**config.mk**
```make
export PLATFORM = sky130hd
export DESIGN_NAME = shrot_engine
export DESIGN_NICKNAME = d
export VERILOG_FILES = /design/src/rtl/shrot_pkg.sv /design/src/rtl/shrot_step.sv /design/src/rtl/shrot_flags.sv /design/src/rtl/shrot_ctrl.sv /design/src/rtl/shrot_engine.sv
export SDC_FILE = /design/constraint.sdc
export NUM_CORES = 1
export LEC_CHECK = 0
export ABC_AREA = 1
export BUFFER_PORTS_ARGS = -buffer_cell sky130_fd_sc_hd__buf_2
export CAP_MARGIN = 20
export CORE_UTILIZATION = 35
export CTS_BUF_LIST = sky130_fd_sc_hd__clkbuf_16
export DETAILED_ROUTE_END_ITERATION = 8
export PLACE_DENSITY = 0.67
export SLEW_MARGIN = 20
export SYNTH_ARGS = -nofsm -noshare
export SYNTH_HDL_FRONTEND = slang
export SYNTH_SLANG_ARGS = --single-unit
export TNS_END_PERCENT = 1
```
**constraint.sdc**
```tcl
create_clock -name clk -period 3.3 [get_ports clk]
set_input_delay 0.33 -clock clk [delete_from_list [all_inputs] [get_ports clk]]
set_output_delay 0.33 -clock clk [all_outputs]
set_load 0.01 [all_outputs]
```
**src/rtl/shrot_pkg.sv**
```systemverilog
// Package: shared operation codes and helpers for the shift/rotate unit.
// Assumes a 3-bit operation code; code 7 is an alias of the left shift.
package shrot_pkg;

    typedef enum logic [2:0] {
        OP_SHL   = 3'd0,
        OP_SHR   = 3'd1,
        OP_SAR   = 3'd2,
        OP_ROL   = 3'd3,
        OP_ROR   = 3'd4,
        OP_RCL   = 3'd5,
        OP_RCR   = 3'd6,
        OP_SHL2  = 3'd7
    } shrot_op_e;

    // True for codes whose result drives parity, sign and zero.
    function automatic logic op_is_shift(input logic [2:0] code);
        return (code == OP_SHL) || (code == OP_SHR) ||
               (code == OP_SAR) || (code == OP_SHL2);
    endfunction

endpackage

```
**src/rtl/shrot_step.sv**
```systemverilog
// Module: one single-bit shift/rotate step, purely combinational.
// Assumes NARROW_W < DATA_W; in narrow mode the bits above NARROW_W pass through.
module shrot_step
    import shrot_pkg::*;
#(
    parameter int DATA_W   = 16,
    parameter int NARROW_W = 8
) (
    input  logic [DATA_W-1:0] val,
    input  logic              cin,
    input  logic              wide,
    input  logic [2:0]        op,
    output logic [DATA_W-1:0] nval,
    output logic              cout
);
    localparam int HI_W = DATA_W - NARROW_W;

    logic [DATA_W-1:0] lane;
    logic [DATA_W-1:0] lane_n;
    int unsigned       msb;

    // Select the active lane and the index of its top bit.
    always_comb begin
        msb  = wide ? DATA_W - 1 : NARROW_W - 1;
        lane = wide ? val : {{HI_W{1'b0}}, val[NARROW_W-1:0]};
    end

    // Apply one step of the chosen operation to the active lane.
    always_comb begin
        lane_n = lane;
        cout   = cin;
        case (shrot_op_e'(op))
            OP_SHR: begin
                cout        = lane[0];
                lane_n      = lane >> 1;
                lane_n[msb] = 1'b0;
            end
            OP_SAR: begin
                cout        = lane[0];
                lane_n      = lane >> 1;
                lane_n[msb] = lane[msb];
            end
            OP_ROL: begin
                cout      = lane[msb];
                lane_n    = lane << 1;
                lane_n[0] = lane[msb];
            end
            OP_ROR: begin
                cout        = lane[0];
                lane_n      = lane >> 1;
                lane_n[msb] = lane[0];
            end
            OP_RCL: begin
                cout      = lane[msb];
                lane_n    = lane << 1;
                lane_n[0] = cin;
            end
            OP_RCR: begin
                cout        = lane[0];
                lane_n      = lane >> 1;
                lane_n[msb] = cin;
            end
            default: begin
                cout      = lane[msb];
                lane_n    = lane << 1;
                lane_n[0] = 1'b0;
            end
        endcase
    end

    // Reassemble the full word, keeping the inactive high bits.
    always_comb begin
        nval = wide ? lane_n : {val[DATA_W-1:NARROW_W], lane_n[NARROW_W-1:0]};
    end

endmodule

```
**src/rtl/shrot_flags.sv**
```systemverilog
// Module: parity, sign and zero of a result for the active width.
// Assumes parity is always taken over the low NARROW_W bits.
module shrot_flags #(
    parameter int DATA_W   = 16,
    parameter int NARROW_W = 8
) (
    input  logic [DATA_W-1:0] res,
    input  logic              wide,
    output logic              pf,
    output logic              sf,
    output logic              zf
);
    // Derive the three result flags.
    always_comb begin
        pf = ~^res[NARROW_W-1:0];
        sf = wide ? res[DATA_W-1] : res[NARROW_W-1];
        zf = wide ? (res == '0) : (res[NARROW_W-1:0] == '0);
    end

endmodule

```
**src/rtl/shrot_ctrl.sv**
```systemverilog
// Module: step counter and busy control for the iterative unit.
// Assumes start is honoured only while idle; one step per clock while busy.
module shrot_ctrl #(
    parameter int CNT_W = 8
) (
    input  logic             clk,
    input  logic             rst_n,
    input  logic             start,
    input  logic             cnt_sel,
    input  logic [CNT_W-1:0] cnt_in,
    output logic             busy,
    output logic             load,
    output logic             step_en,
    output logic             finish,
    output logic             cnt_zero
);
    logic [CNT_W-1:0] remain;
    logic [CNT_W-1:0] cnt_pick;

    // Choose the step count and decode the control strobes.
    always_comb begin
        cnt_pick = cnt_sel ? cnt_in : CNT_W'(1);
        load     = start & ~busy;
        step_en  = busy & (remain != '0);
        finish   = busy & (remain == '0);
    end

    // Load, count down and retire the step counter.
    always_ff @(posedge clk) begin
        if (!rst_n) begin
            busy     <= 1'b0;
            remain   <= '0;
            cnt_zero <= 1'b0;
        end else if (load) begin
            busy     <= 1'b1;
            remain   <= cnt_pick;
            cnt_zero <= (cnt_pick == '0);
        end else if (finish) begin
            busy <= 1'b0;
        end else if (step_en) begin
            remain <= remain - 1'b1;
        end
    end

    assert_count_dec_R6: assert property (@(posedge clk) disable iff (!rst_n)
        step_en |=> (remain == $past(remain) - 1'b1));

    assert_finish_idle_R11: assert property (@(posedge clk) disable iff (!rst_n)
        finish |=> !busy);

endmodule

```
**src/rtl/shrot_engine.sv**
```systemverilog
// Module: top of the iterative shift/rotate unit.
// Assumes DATA_W-bit wide mode and NARROW_W-bit narrow mode; outputs
// are registered and held between completions.
module shrot_engine
    import shrot_pkg::*;
#(
    parameter int DATA_W   = 16,
    parameter int NARROW_W = 8,
    parameter int CNT_W    = 8
) (
    input  logic              clk,
    input  logic              rst_n,
    input  logic              start,
    input  logic [DATA_W-1:0] operand,
    input  logic              wide,
    input  logic [2:0]        op,
    input  logic              cnt_sel,
    input  logic [CNT_W-1:0]  cnt_in,
    input  logic              cf_in,
    input  logic              pf_in,
    input  logic              sf_in,
    input  logic              zf_in,
    output logic              busy,
    output logic              done,
    output logic [DATA_W-1:0] result,
    output logic              cf_out,
    output logic              pf_out,
    output logic              sf_out,
    output logic              zf_out
);
    logic              load, step_en, finish, cnt_zero;
    logic [DATA_W-1:0] work, work_n;
    logic              carry, carry_n;
    logic [2:0]        op_q;
    logic              wide_q;
    logic              pfi_q, sfi_q, zfi_q;
    logic              rpf, rsf, rzf;
    logic              use_res_flags;

    shrot_ctrl #(.CNT_W(CNT_W)) u_ctrl (
        .clk(clk), .rst_n(rst_n), .start(start), .cnt_sel(cnt_sel),
        .cnt_in(cnt_in), .busy(busy), .load(load), .step_en(step_en),
        .finish(finish), .cnt_zero(cnt_zero)
    );

    shrot_step #(.DATA_W(DATA_W), .NARROW_W(NARROW_W)) u_step (
        .val(work), .cin(carry), .wide(wide_q), .op(op_q),
        .nval(work_n), .cout(carry_n)
    );

    shrot_flags #(.DATA_W(DATA_W), .NARROW_W(NARROW_W)) u_flags (
        .res(work), .wide(wide_q), .pf(rpf), .sf(rsf), .zf(rzf)
    );

    // Shifts with a nonzero count take their flags from the result.
    always_comb begin
        use_res_flags = op_is_shift(op_q) & ~cnt_zero;
    end

    // Capture the request, then advance the working value one step per clock.
    always_ff @(posedge clk) begin
        if (!rst_n) begin
            work   <= '0;
            carry  <= 1'b0;
            op_q   <= 3'd0;
            wide_q <= 1'b0;
            pfi_q  <= 1'b0;
            sfi_q  <= 1'b0;
            zfi_q  <= 1'b0;
        end else if (load) begin
            work   <= operand;
            carry  <= cf_in;
            op_q   <= op;
            wide_q <= wide;
            pfi_q  <= pf_in;
            sfi_q  <= sf_in;
            zfi_q  <= zf_in;
        end else if (step_en) begin
            work  <= work_n;
            carry <= carry_n;
        end
    end

    // Publish result and flags at completion and pulse done.
    always_ff @(posedge clk) begin
        if (!rst_n) begin
            done   <= 1'b0;
            result <= '0;
            cf_out <= 1'b0;
            pf_out <= 1'b0;
            sf_out <= 1'b0;
            zf_out <= 1'b0;
        end else begin
            done <= finish;
            if (finish) begin
                result <= work;
                cf_out <= carry;
                pf_out <= use_res_flags ? rpf : pfi_q;
                sf_out <= use_res_flags ? rsf : sfi_q;
                zf_out <= use_res_flags ? rzf : zfi_q;
            end
        end
    end

    assert_done_pulse_R11: assert property (@(posedge clk) disable iff (!rst_n)
        done |=> !done);

    assert_req_frozen_R11: assert property (@(posedge clk) disable iff (!rst_n)
        (busy && !finish) |=> ($stable(op_q) && $stable(wide_q)));

    assert_hi_byte_kept_R10: assert property (@(posedge clk) disable iff (!rst_n)
        (busy && !wide_q) |=> $stable(work[DATA_W-1:NARROW_W]));

    assert_rot_flags_R9: assert property (@(posedge clk) disable iff (!rst_n)
        (done && !op_is_shift(op_q)) |-> (pf_out == pfi_q && sf_out == sfi_q && zf_out == zfi_q));

    assert_reset_clear_R12: assert property (@(posedge clk)
        !rst_n |=> (!busy && !done && result == '0));

endmodule

```
==> results of run 1 <==
[Yosys cell counts (all sizes together)]
master / number / area (sq um)
nand3: 18 / 118
ha: 6 / 75.1
nor2: 49 / 189
inv: 38 / 143
buf: 12 / 86.3
nand4: 5 / 31.3
a21oi: 63 / 315
xnor2: 3 / 26.3
xor2: 2 / 17.5
o21ai: 65 / 325
dfxtp: 55 / 1100
o211ai: 5 / 37.5
nand2: 93 / 359
clkinv: 1 / 3.75
clkbuf: 10 / 37.5
nor3: 4 / 20.0
a31oi: 2 / 12.5
[area by class of cell]
class / instances / area [sq um] / area share, %
sequential: 55 / 1100 / 33.1
tap: 102 / 128 / 3.83
timing repair buffer: 58 / 293 / 8.79
clock inverter: 3 / 11.3 / 0.338
inverter: 39 / 146 / 4.40
clock buffer: 5 / 125 / 3.76
multi-input combinational: 315 / 1530 / 45.8
[per-stage QoR]
stage | cell area (sq um) | setup WS, ns | cells
2_1_floorplan | 2900 | 1.90 | 431
3_3_place_gp | 3190 | 1.44 | 569
3_5_place_dp | 3190 | 1.38 | 569
4_1_cts | 3330 | 1.36 | 577
5_1_grt | 3330 | 1.16 | 577
6_report | 3330 | 1.39 | 577
[how the worst max path moves through the flow]
| stage | end | cells past startpoint |
|---|---|---|
| final | u_ctrl.remain[3]$_SDFFE_PN0P_ | 10 |
| after global routing | carry$_SDFFE_PN0P_ | 9 |
| after CTS | u_ctrl.remain[3]$_SDFFE_PN0P_ | 10 |
| after detailed placement | u_ctrl.remain[3]$_SDFFE_PN0P_ | 10 |
| after global placement | u_ctrl.remain[3]$_SDFFE_PN0P_ | 10 |
| after floorplan | u_ctrl.remain[6]$_SDFFE_PN0P_ | 10 |
[cell families after synthesis]
kind of cell             Yosys count
AND/OR/NAND/NOR                  169
AO/OA/AOI/OAI                    135
buffers and inverters             61
flip-flops                        55
adder cells (fa/ha/maj)            6
XOR/XNOR                           5
[routing by layer]
| layer | up-vias | GRT usage (%) | wire (um) |
|---|---|---|---|
| met5 | - | 0 | 0 |
| met4 | 0 | 4.74 | 89 |
| met3 | 11 | 3.09 | 355 |
| met2 | 70 | 30.3 | 3470 |
| met1 | 1337 | 23.5 | 3460 |
| li1 | 1515 | - | - |
[critical path, stage by stage, from the launching register on]
cell and delay (ns):
dfxtp_1 0.33, inv_1 0.12, ha_1 0.16, nand2_1 0.05, nor2_1 0.16, nand2_4 0.16, nand2_2 0.36, inv_2 0.20
nand3_1 0.12, nand2_1 0.05, a21oi_1 0.13
[power breakdown]
group,internal [W],switching [W]
clock network,0.000274,0.000229
registers,0.000746,0.0000665
logic,0.000191,0.000333
total,0.00121,0.000629
[state kept, by name, indices dropped and copies added, names as in the netlist, 3 cells and up]
register / flops
result: 16
work: 16
u_ctrl.remain: 8
op_q: 3
==> results by group, run 1 <==
Logic synthesis
  • Post-synthesis mux area share: 0%
  • Simple-gate area share of the yosys netlist: 24.7%
  • Yosys cell types: 27
  • XOR/XNOR Fraction of Synth Area: ~1.5%
  • Synthesized-area fraction occupied by adder cells: under 10%
  • Syn Std Cell Area: 2900 sq um
  • Sequential area share after synthesis: 38.0%
  • Mapped Nets: 473
  • Yosys Warn Count: 0
  • Cells after synthesis: 431
  • Average size of a mapped cell: 6.72 sq um
  • Compound-gate portion of the synthesized area: 23.8%
  • Largest family of logic cells by synthesized area: simple AND/OR/NAND/NOR gates
  • Synth Register Bits: 55

Timing
  • Period utilization: 58.0%
  • Max Fclk: 0.522 GHz
  • Max_slew headroom: 53.9%
  • Final Slew Violations: 0
  • Worst slew pin tran: 0.691 ns
  • Worst Skew: 0.00375 ns
  • Unrepaired setup endpoints after global routing: no
  • Final hold vios: 0
  • Hold Slack: 0.272 ns
  • Post-route minimum period: 1.91 ns
  • Final setup viols: 0
  • Setup TNS: 0 ns

Route
  • Final ANT Viol Nets: 0
  • Initial DRC Count: 141
  • Via count: 2,933
  • Pre-antenna DRT Iters: 4
  • Routed WL: 7.37 mm
  • Drt wl/cell: 12.8 um
  • Number of vias per cell: ~5.1
  • Residual DRC: 0

Global routing
  • Global-route wire length before repair: 12.4 mm
  • Largest net degree at the start of global routing: 48
  • Tot GR Track Use: 17.9%
  • Grt ovf: 0
  • Vias in the first global route: 2,753
  • Initial antenna violation count: 0

CTS
  • Htree depth: 2
  • CTS Buf Count: 5
  • Clock Sinks: 55
  • Post-CTS Setup Bufs: 0
  • Clock Tree Buf Depth: 2
  • Clock slew at reported path FFs: 0.07 ns
  • Post-CTS Resized: 0
  • CTS tree: yes
  • Clock root buffer: clkbuf_16
  • Hold_buf cts: 0
  • Worst skew pair latency: between 0.2 and 0.3 ns

Cells and area
  • Leading cell type in the layout, fill and taps excluded: nand2_1
  • Nets: between 500 and 600
  • Syn-to-layout area delta: 14.9%
  • Ratio of cells with drive above 1 in the final layout: 17.1%
  • Most frequent cells in the layout: 91 x nand2_1, 63 x a21oi_1, 57 x buf_2
  • Fill cell count: 858
  • Final cell utilization of the core: 42.4%
  • # diodes: 0

Pwr
  • Leak pwr: 1.51 nW
  • Power Dens Cells: 553 nW/um^2
  • VDD IR max: 0.000233 V
  • Overall power: 0.00184 W

Outcome
  • Status: completed

Worst setup path
  • CP required: 3.52 ns
  • Critical Path Sink Type: register
  • Critical path launch point type: register
  • Critical path class: register to register
  • CP Max Fanout: 22
  • Reg-to-Reg End: u_ctrl.remain[3]$_SDFFE_PN0P_
  • Register-to-register setup slack: about 1.4 ns
  • CP Launch Point: u_ctrl.remain[0]$_SDFFE_PN0P_
  • R2R cell count: 10
  • Worst r2r src: u_ctrl.remain[0]$_SDFFE_PN0P_
  • CP arrival: 2.14 ns

Floorplan
  • DIE WIDTH: 93.0 um
  • Total core area: between 7000 and 8000 sq um
  • Die Span Y: 93.0 um
  • Num ports: 58
  • Std cell rows: 32
  • Die Area: between 8000 and 9000 sq um
  • Initial Utilization: a little under two fifths

Hold path
  • Hold path start: zf_in
  • Hold Path Class: input port to register
  • Hold depth: 3
  • WHS Endpoint: zfi_q$_SDFFE_PN0P_

Place
  • DPL Wire Length: 5.28 mm
  • Routability cong.: 0.925
  • PortBufs: 57

Job
  • Max-capacitance violation count: 0
No activity file was read; power rests on OpenSTA's default activity.
==> run 2: changes to the inputs <==
PLACE_DENSITY = 0.69   (was 0.67)
clock period = 1.6 ns   (was 3.3 ns; I/O delays follow)
==> results by group, run 2 (same netlist as run 1, synthesis figures left out) <==
Hold path
  • Hold Path Class: input port to register
  • Hold depth: 3 (unchanged)
  • WHS Endpoint: zfi_q$_SDFFE_PN0P_
  • Hold path start: zf_in

Floorplan
  • Num ports: 58 (unchanged)
  • Total core area: 7850 sq um (unchanged)
  • Initial Utilization: 36.9% (unchanged)
  • Std cell rows: 32 (unchanged)
  • DIE WIDTH: 93.0 um (unchanged)
  • Die Span Y: 93.0 um (unchanged)
  • Die Area: 8650 sq um (unchanged)

Route
  • Residual DRC: 0 (unchanged)
  • Drt wl/cell: 12.9 um (+0.62%)
  • Via count: 2,956 (+0.78%)
  • Number of vias per cell: 4.98 (-2.1%)
  • Routed WL: 7.63 mm (+3.6%)
  • Initial DRC Count: 194 (+38%)
  • Pre-antenna DRT Iters: 5 (+1)
  • Final ANT Viol Nets: 0 (unchanged)

Global routing
  • Initial antenna violation count: 0 (unchanged)
  • Tot GR Track Use: 18.8% (+0.91 points)
  • Met3 GRT Util: 3.50% (+0.41 points)
  • Busiest grt layer: met2
  • Grt ovf: 0 (unchanged)
  • Grt met1 use: 24.2% (+0.70 points)
  • GR Layer Usage met2: 32.0% (+1.7 points)
  • Global-route wire length before repair: 13.2 mm (+5.8%)
  • Vias in the first global route: 2,894 (+5.1%)
  • Largest net degree at the start of global routing: 26 (-46%)

Cells and area
  • Most frequent cells in the layout: 91 x nand2_1, 62 x a21oi_1, 57 x buf_2
  • Final cell utilization of the core: 44.7% (+2.3 points)
  • Cell Count, Final, Fillers Out: 594 (+2.9%)
  • Nets: 533 (+3.3%)
  • Largest regs: result (16), work (16), u_ctrl.remain (8)
  • # diodes: 0 (unchanged)
  • Syn-to-layout area delta: 21.2%
  • Leading cell type in the layout, fill and taps excluded: nand2_1
  • Ratio of cells with drive above 1 in the final layout: 20.9% (+3.9 points)
  • Fin area: 3510 sq um (+5.4%)

Worst setup path
  • Crit-path cells: inv_1 > ha_1 > nand2_1 > nor2_2 > nand2_4 > buf_4 > a21oi_1 > o21ai_0 > a21oi_1
  • Critical path launch point type: register
  • R2R cell count: 9 (-1)
  • Critical Path Sink Type: register
  • Crit-path slowest cell: dfxtp_2
  • Register-to-register setup slack: 0.10 ns (-1.28 ns)
  • CP peak stage delay: 0.33 ns (-0.03 ns)
  • Top cell by count, worst path: a21oi_1
  • CP required: 1.82 ns (-1.70 ns)
  • Worst r2r src: u_ctrl.remain[0]$_SDFFE_PN0P_
  • CP Max Fanout: 13 (-41%)
  • Reg-to-Reg End: pf_out$_SDFFE_PN0P_
  • CP arrival: 1.71 ns (-0.43 ns)
  • Critical path class: register to register

Pwr
  • Clock share of power: 26.9% (-0.5 points)
  • Switching Fraction: 34.2% (about the same)
  • Share of power burned in registers: 42.3% (-1.9 points)
  • Combinational power share: 30.8% (+2.3 points)
  • Internal power: 0.00259 W (+110%)
  • Leak pwr: 1.60 nW (+6.2%)
  • Psw: 0.00135 W (+110%)
  • Power Dens Cells: 1120 nW/um^2 (+100%)
  • VDD IR max: 0.000462 V (+98%)

Timing
  • Period utilization: 93.5% (+35 points)
  • Worst Skew: 0.00585 ns (+0.00210 ns)
  • Final setup viols: 0 (unchanged)
  • Max Fclk: 0.669 GHz (+28%)
  • Final hold vios: 0 (unchanged)
  • Max_slew headroom: 77.5% (+24 points)
  • Post-route minimum period: 1.50 ns (-0.418 ns)
  • Worst slew pin tran: 0.335 ns (-0.356 ns)
  • Final Slew Violations: 0 (unchanged)

CTS
  • Clock Tree Buf Depth: 2 (unchanged)
  • Htree depth: 2 (unchanged)
  • CTS Buf Count: 5 (unchanged)
  • CTS tree: yes
  • Clock root buffer: clkbuf_16
  • Clock slew at reported path FFs: 0.07 ns (about the same)
  • Worst skew pair latency: 0.29 ns (about the same)
  • Clock Sinks: 55 (unchanged)

Place
  • PortBufs: 57 (unchanged)
  • DPL Wire Length: 5.66 mm (+7.2%)
  • Routability cong.: 0.908 (-1.8%)
  • Placed cell areas: 3350 sq um (+4.8%)
  • Placed cell count: 586 (+3.0%)

Job
  • Max-capacitance violation count: 0 (unchanged)

Outcome
  • Status: completed
-- run 2: metrics by stage --
stage	TNS (ns)	hold WS, ns	power (W)	setup slack [ns]
after floorplan	0	0.295	0.00251	0.198
after global placement	0	0.400	0.00285	0.129
after detailed placement	0	0.406	0.00288	0.0437
after CTS	0	0.106	0.00394	0.0339
after global routing	-0.0210	0.125	0.00421	-0.0182
final	0	0.109	0.00394	0.104
-- run 2: timing repair --
action                                  4_1_cts  5_1_grt
gates resized for setup                       0        7
buffers inserted                              0        0
endpoints found under the setup margin        0       27
hold buffers                                  0        0
-- run 2: worst max-delay path: cells and delay by family, from the launching register on --
kind                       cells  cell delay, ns
buffers and inverters          2            0.32
DFF                            1            0.33
AOI/OAI and AO/OA              3            0.33
adders and majority gates      1            0.17
and+or+nand+nor                3            0.28
-- run 2: power groups by stage --
| stage | clock network (W) | logic [W] | registers, W |
|---|---|---|---|
| final | 0.00106 | 0.00121 | 0.00167 |
| after global routing | 0.00115 | 0.00137 | 0.00169 |
| after CTS | 0.00108 | 0.00119 | 0.00166 |
| after detailed placement | 0 | 0.00119 | 0.00169 |
| after global placement | 0 | 0.00116 | 0.00169 |
| after floorplan | 0 | 0.000816 | 0.00169 |
-- run 2: final cells by class --
class,instances,area [sq um]
Fill cell,834,4340
Sequential cell,55,1100
Inverter,39,149
Clock buffer,5,125
Clock inverter,3,16.3
Timing Repair Buffer,75,445
Multi-Input combinational cell,315,1550
Tap cell,102,128
-- run 2: worst max path at each step --
stage,startpoint,to,slack [ns],depth (start not counted)
global placement,u_ctrl.remain[0]$_SDFFE_PN0P_,work[14]$_SDFFE_PN0P_,0.13,9
CTS,u_ctrl.remain[0]$_SDFFE_PN0P_,carry$_SDFFE_PN0P_,0.03,9
global route,u_ctrl.remain[0]$_SDFFE_PN0P_,carry$_SDFFE_PN0P_,-0.02,9
detailed placement,u_ctrl.remain[0]$_SDFFE_PN0P_,carry$_SDFFE_PN0P_,0.04,9
floorplan,u_ctrl.remain[0]$_SDFFE_PN0P_,u_ctrl.remain[6]$_SDFFE_PN0P_,0.20,10
finish,u_ctrl.remain[0]$_SDFFE_PN0P_,pf_out$_SDFFE_PN0P_,0.10,9
-- run 2: layer usage --
metal,wire length (um),vias up
met4,119,0
met5,0,-
met1,3470,1313
met2,3610,88
met3,438,12
li1,-,1543
